<file path="config.mk">
export PLATFORM = sky130hd
export DESIGN_NAME = luma_fetch_unpack
export DESIGN_NICKNAME = d
export VERILOG_FILES = /design/src/rtl/luma_fetch_pkg.sv /design/src/rtl/luma_fetch_seq.sv /design/src/rtl/luma_word_unpack.sv /design/src/rtl/luma_fetch_unpack.sv
export SDC_FILE = /design/constraint.sdc
export NUM_CORES = 1
export LEC_CHECK = 0
export ABC_AREA = 0
export BUFFER_PORTS_ARGS = -buffer_cell sky130_fd_sc_hd__buf_2
export CAP_MARGIN = 20
export CORE_ASPECT_RATIO = 0.7
export CORE_MARGIN = 5
export CORE_UTILIZATION = 30
export CTS_CLUSTER_DIAMETER = 80
export DETAILED_ROUTE_END_ITERATION = 10
export MAX_ROUTING_LAYER = met4
export PLACE_DENSITY_LB_ADDON = 0.08
export SKIP_CTS_REPAIR_TIMING = 1
export SKIP_LAST_GASP = 1
export SLEW_MARGIN = 20
export SYNTH_ARGS = -nofsm -noshare
export SYNTH_HDL_FRONTEND = slang
export SYNTH_SLANG_ARGS = --single-unit
</file>
<file path="constraint.sdc">
create_clock -name clk -period 11.8 [get_ports clk]
set_input_delay 3.54 -clock clk [delete_from_list [all_inputs] [get_ports clk]]
set_output_delay 3.54 -clock clk [all_outputs]
set_load 0.03 [all_outputs]
</file>
<file path="src/rtl/luma_fetch_pkg.sv">
package luma_fetch_pkg;
  localparam int WORD_W  = 32;
  localparam int PIX_W   = 10;
  localparam int LANES8  = 4;
  localparam int LANES10 = 3;
  localparam int FMT_W   = 8;
  localparam int SLOT_W  = 2;
  localparam logic [FMT_W-1:0] FMT_Y8  = 8'd24;
  localparam logic [FMT_W-1:0] FMT_Y10 = 8'd25;

  typedef enum logic [1:0] {
    ST_IDLE,
    ST_REQ,
    ST_WAIT,
    ST_EMIT
  } fetch_st_t;
endpackage

</file>
<file path="src/rtl/luma_fetch_seq.sv">
module luma_fetch_seq import luma_fetch_pkg::*; #(
  parameter int ADDR_W = 32,
  parameter int DIM_W  = 16
) (
  input  logic              clk,
  input  logic              rst,
  input  logic              start,
  input  logic [FMT_W-1:0]  cfg_format,
  input  logic [ADDR_W-1:0] cfg_base,
  input  logic [DIM_W-1:0]  cfg_stride,
  input  logic [DIM_W-1:0]  cfg_width,
  input  logic [DIM_W-1:0]  cfg_height,
  input  logic [DIM_W-1:0]  cfg_subsample,
  output logic              rd_valid,
  output logic [ADDR_W-1:0] rd_addr,
  input  logic              rd_ready,
  input  logic              rd_rvalid,
  input  logic [WORD_W-1:0] rd_rdata,
  output logic              busy,
  output logic              emit,
  output logic [WORD_W-1:0] word,
  output logic              fmt8,
  output logic [SLOT_W-1:0] slot,
  output logic              emit_eol,
  output logic              emit_eof
);
  localparam int ROW_W = DIM_W + 1;

  fetch_st_t         state;
  logic              fmt8_q;
  logic [DIM_W-1:0]  width_q;
  logic [ROW_W-1:0]  height_q;
  logic [ROW_W-1:0]  n_q;
  logic [ROW_W-1:0]  row_q;
  logic [DIM_W-1:0]  col_q;
  logic [SLOT_W-1:0] slot_q;
  logic [ADDR_W-1:0] line_step_q;
  logic [ADDR_W-1:0] line_addr_q;
  logic [ADDR_W-1:0] word_addr_q;
  logic [WORD_W-1:0] word_q;

  logic                 cfg_ok;
  logic [DIM_W-1:0]     n_eff;
  logic [2*DIM_W-1:0]   step_prod;
  logic [ADDR_W-1:0]    base_al;
  logic                 last_col;
  logic                 last_slot;
  logic                 last_row;
  logic [ADDR_W-1:0]    next_line;

  assign cfg_ok    = ((cfg_format == FMT_Y8) || (cfg_format == FMT_Y10)) &&
                     (cfg_width != '0) && (cfg_height != '0);
  assign n_eff     = (cfg_subsample == '0) ? DIM_W'(1) : cfg_subsample;
  assign step_prod = {{DIM_W{1'b0}}, cfg_stride} * {{DIM_W{1'b0}}, n_eff};
  assign base_al   = cfg_base & ~ADDR_W'(3);

  assign last_col  = (col_q == width_q - 1'b1);
  assign last_slot = (slot_q == (fmt8_q ? 2'd3 : 2'd2));
  assign last_row  = ((row_q + n_q) >= height_q);
  assign next_line = line_addr_q + line_step_q;

  always_ff @(posedge clk) begin
    if (rst) begin
      state       <= ST_IDLE;
      fmt8_q      <= 1'b0;
      width_q     <= '0;
      height_q    <= '0;
      n_q         <= '0;
      row_q       <= '0;
      col_q       <= '0;
      slot_q      <= '0;
      line_step_q <= '0;
      line_addr_q <= '0;
      word_addr_q <= '0;
      word_q      <= '0;
    end else begin
      case (state)
        ST_IDLE: begin
          if (start && cfg_ok) begin
            fmt8_q      <= (cfg_format == FMT_Y8);
            width_q     <= cfg_width;
            height_q    <= {1'b0, cfg_height};
            n_q         <= {1'b0, n_eff};
            line_step_q <= ADDR_W'(step_prod);
            line_addr_q <= base_al;
            word_addr_q <= base_al;
            row_q       <= '0;
            col_q       <= '0;
            slot_q      <= '0;
            state       <= ST_REQ;
          end
        end
        ST_REQ: begin
          if (rd_ready) state <= ST_WAIT;
        end
        ST_WAIT: begin
          if (rd_rvalid) begin
            word_q <= rd_rdata;
            state  <= ST_EMIT;
          end
        end
        ST_EMIT: begin
          if (last_col) begin
            if (last_row) begin
              state <= ST_IDLE;
            end else begin
              row_q       <= row_q + n_q;
              col_q       <= '0;
              slot_q      <= '0;
              line_addr_q <= next_line;
              word_addr_q <= next_line;
              state       <= ST_REQ;
            end
          end else begin
            col_q <= col_q + 1'b1;
            if (last_slot) begin
              slot_q      <= '0;
              word_addr_q <= word_addr_q + ADDR_W'(4);
              state       <= ST_REQ;
            end else begin
              slot_q <= slot_q + 2'd1;
            end
          end
        end
        default: state <= ST_IDLE;
      endcase
    end
  end

  assign rd_valid = (state == ST_REQ);
  assign rd_addr  = word_addr_q;
  assign busy     = (state != ST_IDLE);
  assign emit     = (state == ST_EMIT);
  assign word     = word_q;
  assign fmt8     = fmt8_q;
  assign slot     = slot_q;
  assign emit_eol = last_col;
  assign emit_eof = last_col && last_row;

  // Outstanding-read tracker used only by the checks below
  logic [1:0] outst_q;
  always_ff @(posedge clk) begin
    if (rst) outst_q <= '0;
    else if ((rd_valid && rd_ready) && !(rd_rvalid && outst_q != '0)) outst_q <= outst_q + 2'd1;
    else if (!(rd_valid && rd_ready) && (rd_rvalid && outst_q != '0)) outst_q <= outst_q - 2'd1;
  end

  assert_req_hold_R8: assert property (@(posedge clk) disable iff (rst)
    (rd_valid && !rd_ready) |=> (rd_valid && $stable(rd_addr)));
  assert_single_outstanding_R11: assert property (@(posedge clk) disable iff (rst)
    (outst_q != '0) |-> !rd_valid);
  assert_idle_quiet_R1: assert property (@(posedge clk) disable iff (rst)
    !busy |-> (!rd_valid && !emit));
  assert_addr_aligned_R4: assert property (@(posedge clk) disable iff (rst)
    rd_valid |-> (rd_addr[1:0] == 2'b00));
endmodule

</file>
<file path="src/rtl/luma_word_unpack.sv">
module luma_word_unpack import luma_fetch_pkg::*; (
  input  logic              clk,
  input  logic              rst,
  input  logic              emit,
  input  logic [WORD_W-1:0] word,
  input  logic              fmt8,
  input  logic [SLOT_W-1:0] slot,
  input  logic              eol_in,
  input  logic              eof_in,
  output logic              pix_valid,
  output logic [PIX_W-1:0]  pix_data,
  output logic              pix_eol,
  output logic              pix_eof
);
  logic [PIX_W-1:0] lane8  [LANES8];
  logic [PIX_W-1:0] lane10 [LANES10];
  logic [PIX_W-1:0] sel;

  for (genvar g = 0; g < LANES8; g++) begin : g_lane8
    assign lane8[g] = {{(PIX_W-8){1'b0}}, word[8*g +: 8]};
  end
  for (genvar g = 0; g < LANES10; g++) begin : g_lane10
    assign lane10[g] = word[PIX_W*g +: PIX_W];
  end

  always_comb begin
    sel = '0;
    if (fmt8) begin
      sel = lane8[slot];
    end else begin
      case (slot)
        2'd0:    sel = lane10[0];
        2'd1:    sel = lane10[1];
        2'd2:    sel = lane10[2];
        default: sel = '0;
      endcase
    end
  end

  always_ff @(posedge clk) begin
    if (rst) begin
      pix_valid <= 1'b0;
      pix_data  <= '0;
      pix_eol   <= 1'b0;
      pix_eof   <= 1'b0;
    end else begin
      pix_valid <= emit;
      pix_eol   <= emit && eol_in;
      pix_eof   <= emit && eof_in;
      if (emit) pix_data <= sel;
    end
  end

  assert_eof_with_eol_R7: assert property (@(posedge clk) disable iff (rst)
    (pix_valid && pix_eof) |-> pix_eol);
  assert_flags_need_valid_R7: assert property (@(posedge clk) disable iff (rst)
    !pix_valid |-> (!pix_eol && !pix_eof));
  assert_y8_top_bits_zero_R2: assert property (@(posedge clk) disable iff (rst)
    (emit && fmt8) |=> (pix_data[PIX_W-1:8] == '0));
endmodule

</file>
<file path="src/rtl/luma_fetch_unpack.sv">
module luma_fetch_unpack import luma_fetch_pkg::*; #(
  parameter int ADDR_W = 32,
  parameter int DIM_W  = 16
) (
  input  logic              clk,
  input  logic              rst,
  input  logic              start,
  input  logic [FMT_W-1:0]  cfg_format,
  input  logic [ADDR_W-1:0] cfg_base,
  input  logic [DIM_W-1:0]  cfg_stride,
  input  logic [DIM_W-1:0]  cfg_width,
  input  logic [DIM_W-1:0]  cfg_height,
  input  logic [DIM_W-1:0]  cfg_subsample,
  output logic              busy,
  output logic [ADDR_W-1:0] rd_addr,
  output logic              rd_valid,
  input  logic              rd_ready,
  input  logic              rd_rvalid,
  input  logic [WORD_W-1:0] rd_rdata,
  output logic              pix_valid,
  output logic [PIX_W-1:0]  pix_data,
  output logic              pix_eol,
  output logic              pix_eof
);
  logic              emit;
  logic [WORD_W-1:0] word;
  logic              fmt8;
  logic [SLOT_W-1:0] slot;
  logic              emit_eol;
  logic              emit_eof;

  luma_fetch_seq #(.ADDR_W(ADDR_W), .DIM_W(DIM_W)) u_seq (
    .clk(clk), .rst(rst), .start(start),
    .cfg_format(cfg_format), .cfg_base(cfg_base), .cfg_stride(cfg_stride),
    .cfg_width(cfg_width), .cfg_height(cfg_height), .cfg_subsample(cfg_subsample),
    .rd_valid(rd_valid), .rd_addr(rd_addr), .rd_ready(rd_ready),
    .rd_rvalid(rd_rvalid), .rd_rdata(rd_rdata),
    .busy(busy), .emit(emit), .word(word), .fmt8(fmt8), .slot(slot),
    .emit_eol(emit_eol), .emit_eof(emit_eof)
  );

  luma_word_unpack u_unpack (
    .clk(clk), .rst(rst), .emit(emit), .word(word), .fmt8(fmt8), .slot(slot),
    .eol_in(emit_eol), .eof_in(emit_eof),
    .pix_valid(pix_valid), .pix_data(pix_data), .pix_eol(pix_eol), .pix_eof(pix_eof)
  );
endmodule

</file>
=== After elaboration in Yosys (flattened, before gate mapping) ===
Index checks and enable logic that the tools add are counted.

* Register bits: 227
* Logic and storage cells: 96
* Output and inout bits: 47
* Input bits: 141

* Multiplexer cells: 34
* Bitwise gates (word level): 1
* Equal/unequal tests: 16
* Reductions and logical operators: 20
* Add/sub/neg operators: 6
* $lt $le $gt $ge: 2
* $mul: 1

{| class="wikitable"
|+ Operators with widths
! cell !! number
|-
| $mux 32 || 5
|-
| $pmux 32 s2 || 2
|-
| $mux 16 || 4
|-
| $mux 17 || 3
|-
| $pmux 17 s2 || 1
|-
| $add 32x3->32 const B || 1
|-
| $add 32x32->32 || 1
|-
| $mul 16x16->32 || 1
|-
| $pmux 16 s2 || 1
|-
| $reduce_bool 16->1 || 2
|-
| $mux 10 || 3
|-
| $pmux 10 s3 || 1
|-
| $bmux 10 s2 || 1
|-
| $mux 2 || 9
|-
| $add 17x16->17 || 1
|-
| $ge 17x16->1 || 1
|-
| $add 16x1->16 const B || 1
|-
| $eq 16x16->1 || 1
|-
| $eq 8x5->1 const B || 2
|-
| $logic_not 16->1 || 1
|-
| $sub 16x1->16 const B || 1
|-
| $reduce_and 4->1 || 3
|-
| $pmux 2 s4 || 1
|-
| $eq 2x2->1 const B || 3
|-
| other kinds (16) || 30
|}

=== Depth between registers and ports, before layout ===
* Depth after elaboration: 7
* Depth in mapped cells: 25
* Mapped depth without buffers: 22

=== Modules after synthesis ===
A second synthesis with hierarchy kept.

* Cells, all modules: 2753
* Area total of the unflattened synthesis: 22240.1 um2

{| class="wikitable"
|+ By module, submodules not included
! module !! area an instance (um2) !! instances !! cells each !! seq. area each (um2)
|-
| luma_fetch_seq || 21254.1 || 1 || 2639 || 4284.1
|-
| luma_word_unpack || 985.9 || 1 || 114 || 260.2
|}

=== Worst setup path before layout ===
No wires, ideal clock.

* Path type: input to register
* Start point: in cfg_subsample[1]
* End point: reg u_seq.line_step_q[31]
* Buffers on the path: 2
* Setup time: 0.086 ns
* Path slack: 2.525 ns
* Required time: 11.714 ns
* Arrival time: 9.189 ns
* Stages on the path: 22
* Cells stage by stage: clkbuf_1 > clkbuf_1 > nand2_1 > fa_1 > fa_1 > fa_1 > inv_1 > fa_1 > fa_1 > inv_1 > fa_1 > inv_1 > ha_1 > a21o_1 > a21oi_1 > nor2b_1 > a311o_1 > a41oi_1 > a31oi_1 > a31oi_1 > xnor2_1 > a211oi_1

* Word-level cells in the longest chain between the ends: 3

{| class="wikitable"
|+ RTL lines
! item !! RTL line !! RTL
|-
| start: declaration || luma_fetch_unpack.sv:13 || <nowiki>input logic [DIM_W-1:0] cfg_subsample,</nowiki>
|-
| $logic_not 16->1 || luma_fetch_seq.sv:53 || <nowiki>assign n_eff = (cfg_subsample == '0) ? DIM_W'(1) : cfg_subsample;</nowiki>
|-
| $mux 16 * || luma_fetch_seq.sv:53 ||
|-
| $mul 16x16->32 * || luma_fetch_seq.sv:54 || <nowiki>assign step_prod = {{DIM_W{1'b0}}, cfg_stride} * {{DIM_W{1'b0}}, n_eff};</nowiki>
|-
| end signal: assignment || luma_fetch_seq.sv:84 || <nowiki>line_step_q <= ADDR_W'(step_prod);</nowiki>
|-
| end: declaration || luma_fetch_seq.sv:37 || <nowiki>logic [ADDR_W-1:0] line_step_q;</nowiki>
|}

Mark *: on every way between the ends. The rest lies on a longest branch, timed or not.
A chain may end at the register's enable or synchronous reset.

=== Worst setup path in the final report ===
* Start point: in cfg_subsample[7]
* End point: reg u_seq.line_step_q[31]

The elaborated chain is that of the path after synthesis.

==> results.toml <==
[setup_path]
cp_top_family = "adder cells"
critPathArrivalTime_ns = 9.78
reg2reg_from = "u_seq.row_q[0]"
crit_buf_inv = 4
cp_cell_sequence = "buf_2, nand2_1, fa_1, fa_1, inv_1, fa_1, fa_1, fa_1, inv_1, fa_1, inv_1, ha_1, a2111oi_0, o21ai_0, nand2_1, o22ai_1, a41oi_1, a31oi_1, a31oi_1, xnor2_1, a211oi_1"
setup.worst_path.start = "cfg_subsample[7]"
max_stage_delay_ns = 0.57
required_ns = 12.27
crit_path_top_delay_cell = "fa_1"
cp_max_fo = 18
cpMostUsedCell = "fa_1"
worst_setup_path_start_kind = "input port"
setup.worst_path.end_class = "flop"
ff2ff_setup_slack_ns = 6.03
critical_path_class = "in2reg"

[detailed_routing]
via_per_inst = 5.126
vias = 19388
drt.antenna.violating_nets = 0
drt-pass1-iter-count = 6
wl_um = 71160
wire_per_inst_um = 18.82
drt-initial-drc-count = 1334
drc = 0

[grt]
overflow = 0
track_usage_pct = 18.34
grt_pass1_wl_um = 113200
grt_max_degree = 72
antenna_found_initial = 2
grt_pass1_vias = 19689

[yosys]
synthArstFlopShare_pct = 0
synth_edf_count = 0
synth.distinct_cells = 84
syn-cell-area_mm2 = 0.02177
synth_flop_cell = "dfxtp_1"
synth_cells = 2714
yosysTopAreaCellShare_pct = 20.87
synthTopCellsByArea = "dfxtp_1, fa_1, ha_1, nand2_1, a21oi_1"
synth_top_cell_by_area = "dfxtp_1"
synth_common_cells = "nand2_1, inv_1, a21oi_1"
avgSynthCellArea_um2 = 8.021
yosys_warnings = 0
ys_seq_area_share_pct = 20.87
yosysMostFrequentCell = "nand2_1"
ys_ff_latch = 227
synth_nets = 3230

[worst_hold_path]
hp-class = "reg2reg"
min_from = "u_seq.line_addr_q[20]"

[sta]
period_minus_slack_ns = 9.317
hold_viol_final = 0
slew_viol_final = 0
max_freq_ghz = 0.1073
rsz0062_at_grt = "no"
fin_setup_tns_ns = 0
post-route-period-util_pct = 78.96
worstMarginPinSlew_ns = 1.054
setup_viol = 0
skew_ns = 0.02208
timing.slew.headroom_pct = 29.52

[cells_and_area]
nNetsFinal = 3313
instances_no_fill = 3782
final_util_pct = 33.86
ff_latch_area_mm2 = 0.004544
fillers = 7653
multi_input_area_mm2 = 0.01555
area_delta_synth_final_pct = 11.54
drive_gt1_share_pct = 9.915

[power_and_ir_drop]
p_int_mw = 2.427
switchingPower_mw = 2.135
ir_worst_vdd_mv = 0.2224
power.density_mw_per_mm2 = 187.9
sw_frac_of_total_pct = 46.80
p_comb_share_pct = 65.5
p_leak_nw = 10.53
pwr-share-seq_pct = 17.0
clockPowerShare_pct = 17.5

[floorplan]
fp.dieW_um = 332.0
chipHeight_um = 235.4
die_area_mm2 = 0.07814
io_pins = 188
rows = 82
start_util_pct = 30.36
core-area_mm2 = 0.07172

[cts]
numCtsBuffers = 24
cts.htree.levels = 1
clockRootBuffer = "clkbuf_16"
cts_sinks = 227
clock_path_buffers = 3
cts.clk_slew.worst_paths_ns = 0.07
cts_tree = "done"
insertion_delay_ns = 0.55

[place]
numPortBuffers = 185
gp_congestion = 0.8542
dp_hpwl_um = 54380
dp_cells = 3737

[job]
cap_violations = 0

[outcome]
status = "finished, final reports clean"
==> area by class of cell <==
type / instances / area share, %
multi-input cells: 2050 / 64.05
clock buffers: 34 / 2.881
inverters: 288 / 4.452
well taps: 966 / 4.978
flip-flops and latches: 227 / 18.72
diodes: 2 / 0.02061
clock inverters: 9 / 0.4122
repair buffers: 206 / 4.488
==> power groups by stage <==
stage | logic (mW) | clock network [mW] | registers, mW
3_5_place_dp | 3.01 | 0 | 0.793
4_1_cts | 3.06 | 0.823 | 0.776
6_report | 2.99 | 0.797 | 0.776
3_3_place_gp | 3.04 | 0 | 0.793
5_1_grt | 3.45 | 0.853 | 0.776
2_1_floorplan | 2.18 | 0 | 0.792
==> placed cells by master, fill, tap and decap left out, drive strengths merged, types with 56 or more instances in the layout <==
cell type	instances
nand2	475
dfxtp	227
nand3	56
o21ai	95
nor2	113
ha	179
buf	206
fa	196
a21oi	274
and2	122
xnor2	65
inv	287
==> stage by stage <==
stage | hold WS (ns) | power, mW | setup slack [ns] | area (um^2)
floorplan | 0.4223 | 2.970 | 2.525 | 21770
global placement | 0.4414 | 3.832 | 1.946 | 23470
detailed placement | 0.4447 | 3.807 | 1.877 | 23470
CTS | 0.4518 | 4.659 | 2.455 | 24270
global route | 0.4707 | 5.074 | 2.175 | 24280
finish | 0.4514 | 4.562 | 2.483 | 24280
==> worst reg2reg max path, cell delays in order, from the launching register on <==
cell	delay (ns)
dfxtp_1	0.32
ha_1	0.23
fa_1	0.44
a211oi_1	0.32
o211ai_1	0.19
a211o_1	0.34
a21oi_1	0.24
o21bai_1	0.09
a21oi_1	0.18
xnor2_1	0.19
ha_1	0.30
a2111o_1	0.41
a2111oi_0	0.54
a21oi_1	0.28
o41ai_4	1.00
nor2_2	0.28
a22oi_1	0.25
o21ai_1	0.08
==> path summary, 6_finish.rpt <==
check / cells after the start / to
min: 2 / u_seq.line_addr_q[20]
min reg2reg: 2 / u_seq.line_addr_q[20]
max reg2reg: 17 / u_seq.line_addr_q[28]
max: 21 / u_seq.line_step_q[31]
==> metal layers <==
| metal | vias up | GRT usage (%) | part of all wire [%] |
|---|---|---|---|
| met5 | - | - | 0 |
| met4 | 0 | 2.282 | 1.1 |
| met3 | 63 | 2.485 | 4.4 |
| met2 | 389 | 27.25 | 43 |
| met1 | 9645 | 27.31 | 52 |
| li1 | 9291 | - | - |
==> state kept, by name, summed over array words and instances, names as in the netlist <==
name and count:
u_unpack.pix_eol 1, u_seq.word 32, u_unpack.pix_valid 1, u_seq.row_q 17, u_seq.n_q 16, u_seq.state 2, u_seq.slot 2, u_seq.width_q 16
u_seq.col_q 16, u_unpack.pix_eof 1, u_seq.fmt8 1, u_seq.rd_addr 32, u_seq.line_step_q 32, u_unpack.pix_data 10, u_seq.height_q 16, u_seq.line_addr_q 32
==> cell families (layout without fill, tap and decap cells) <==
kind of cell	after synthesis	in the layout	synth area share, %
simple gates	960	960	20.78
compound gates	597	597	16.91
buf+inv	437	537	7.822
fa+ha+maj	375	375	28.31
flops	227	227	20.87
xor+xnor	105	105	4.224
mux	13	13	1.069
other cells	0	2	0
Power figures use the tool's default switching activity.
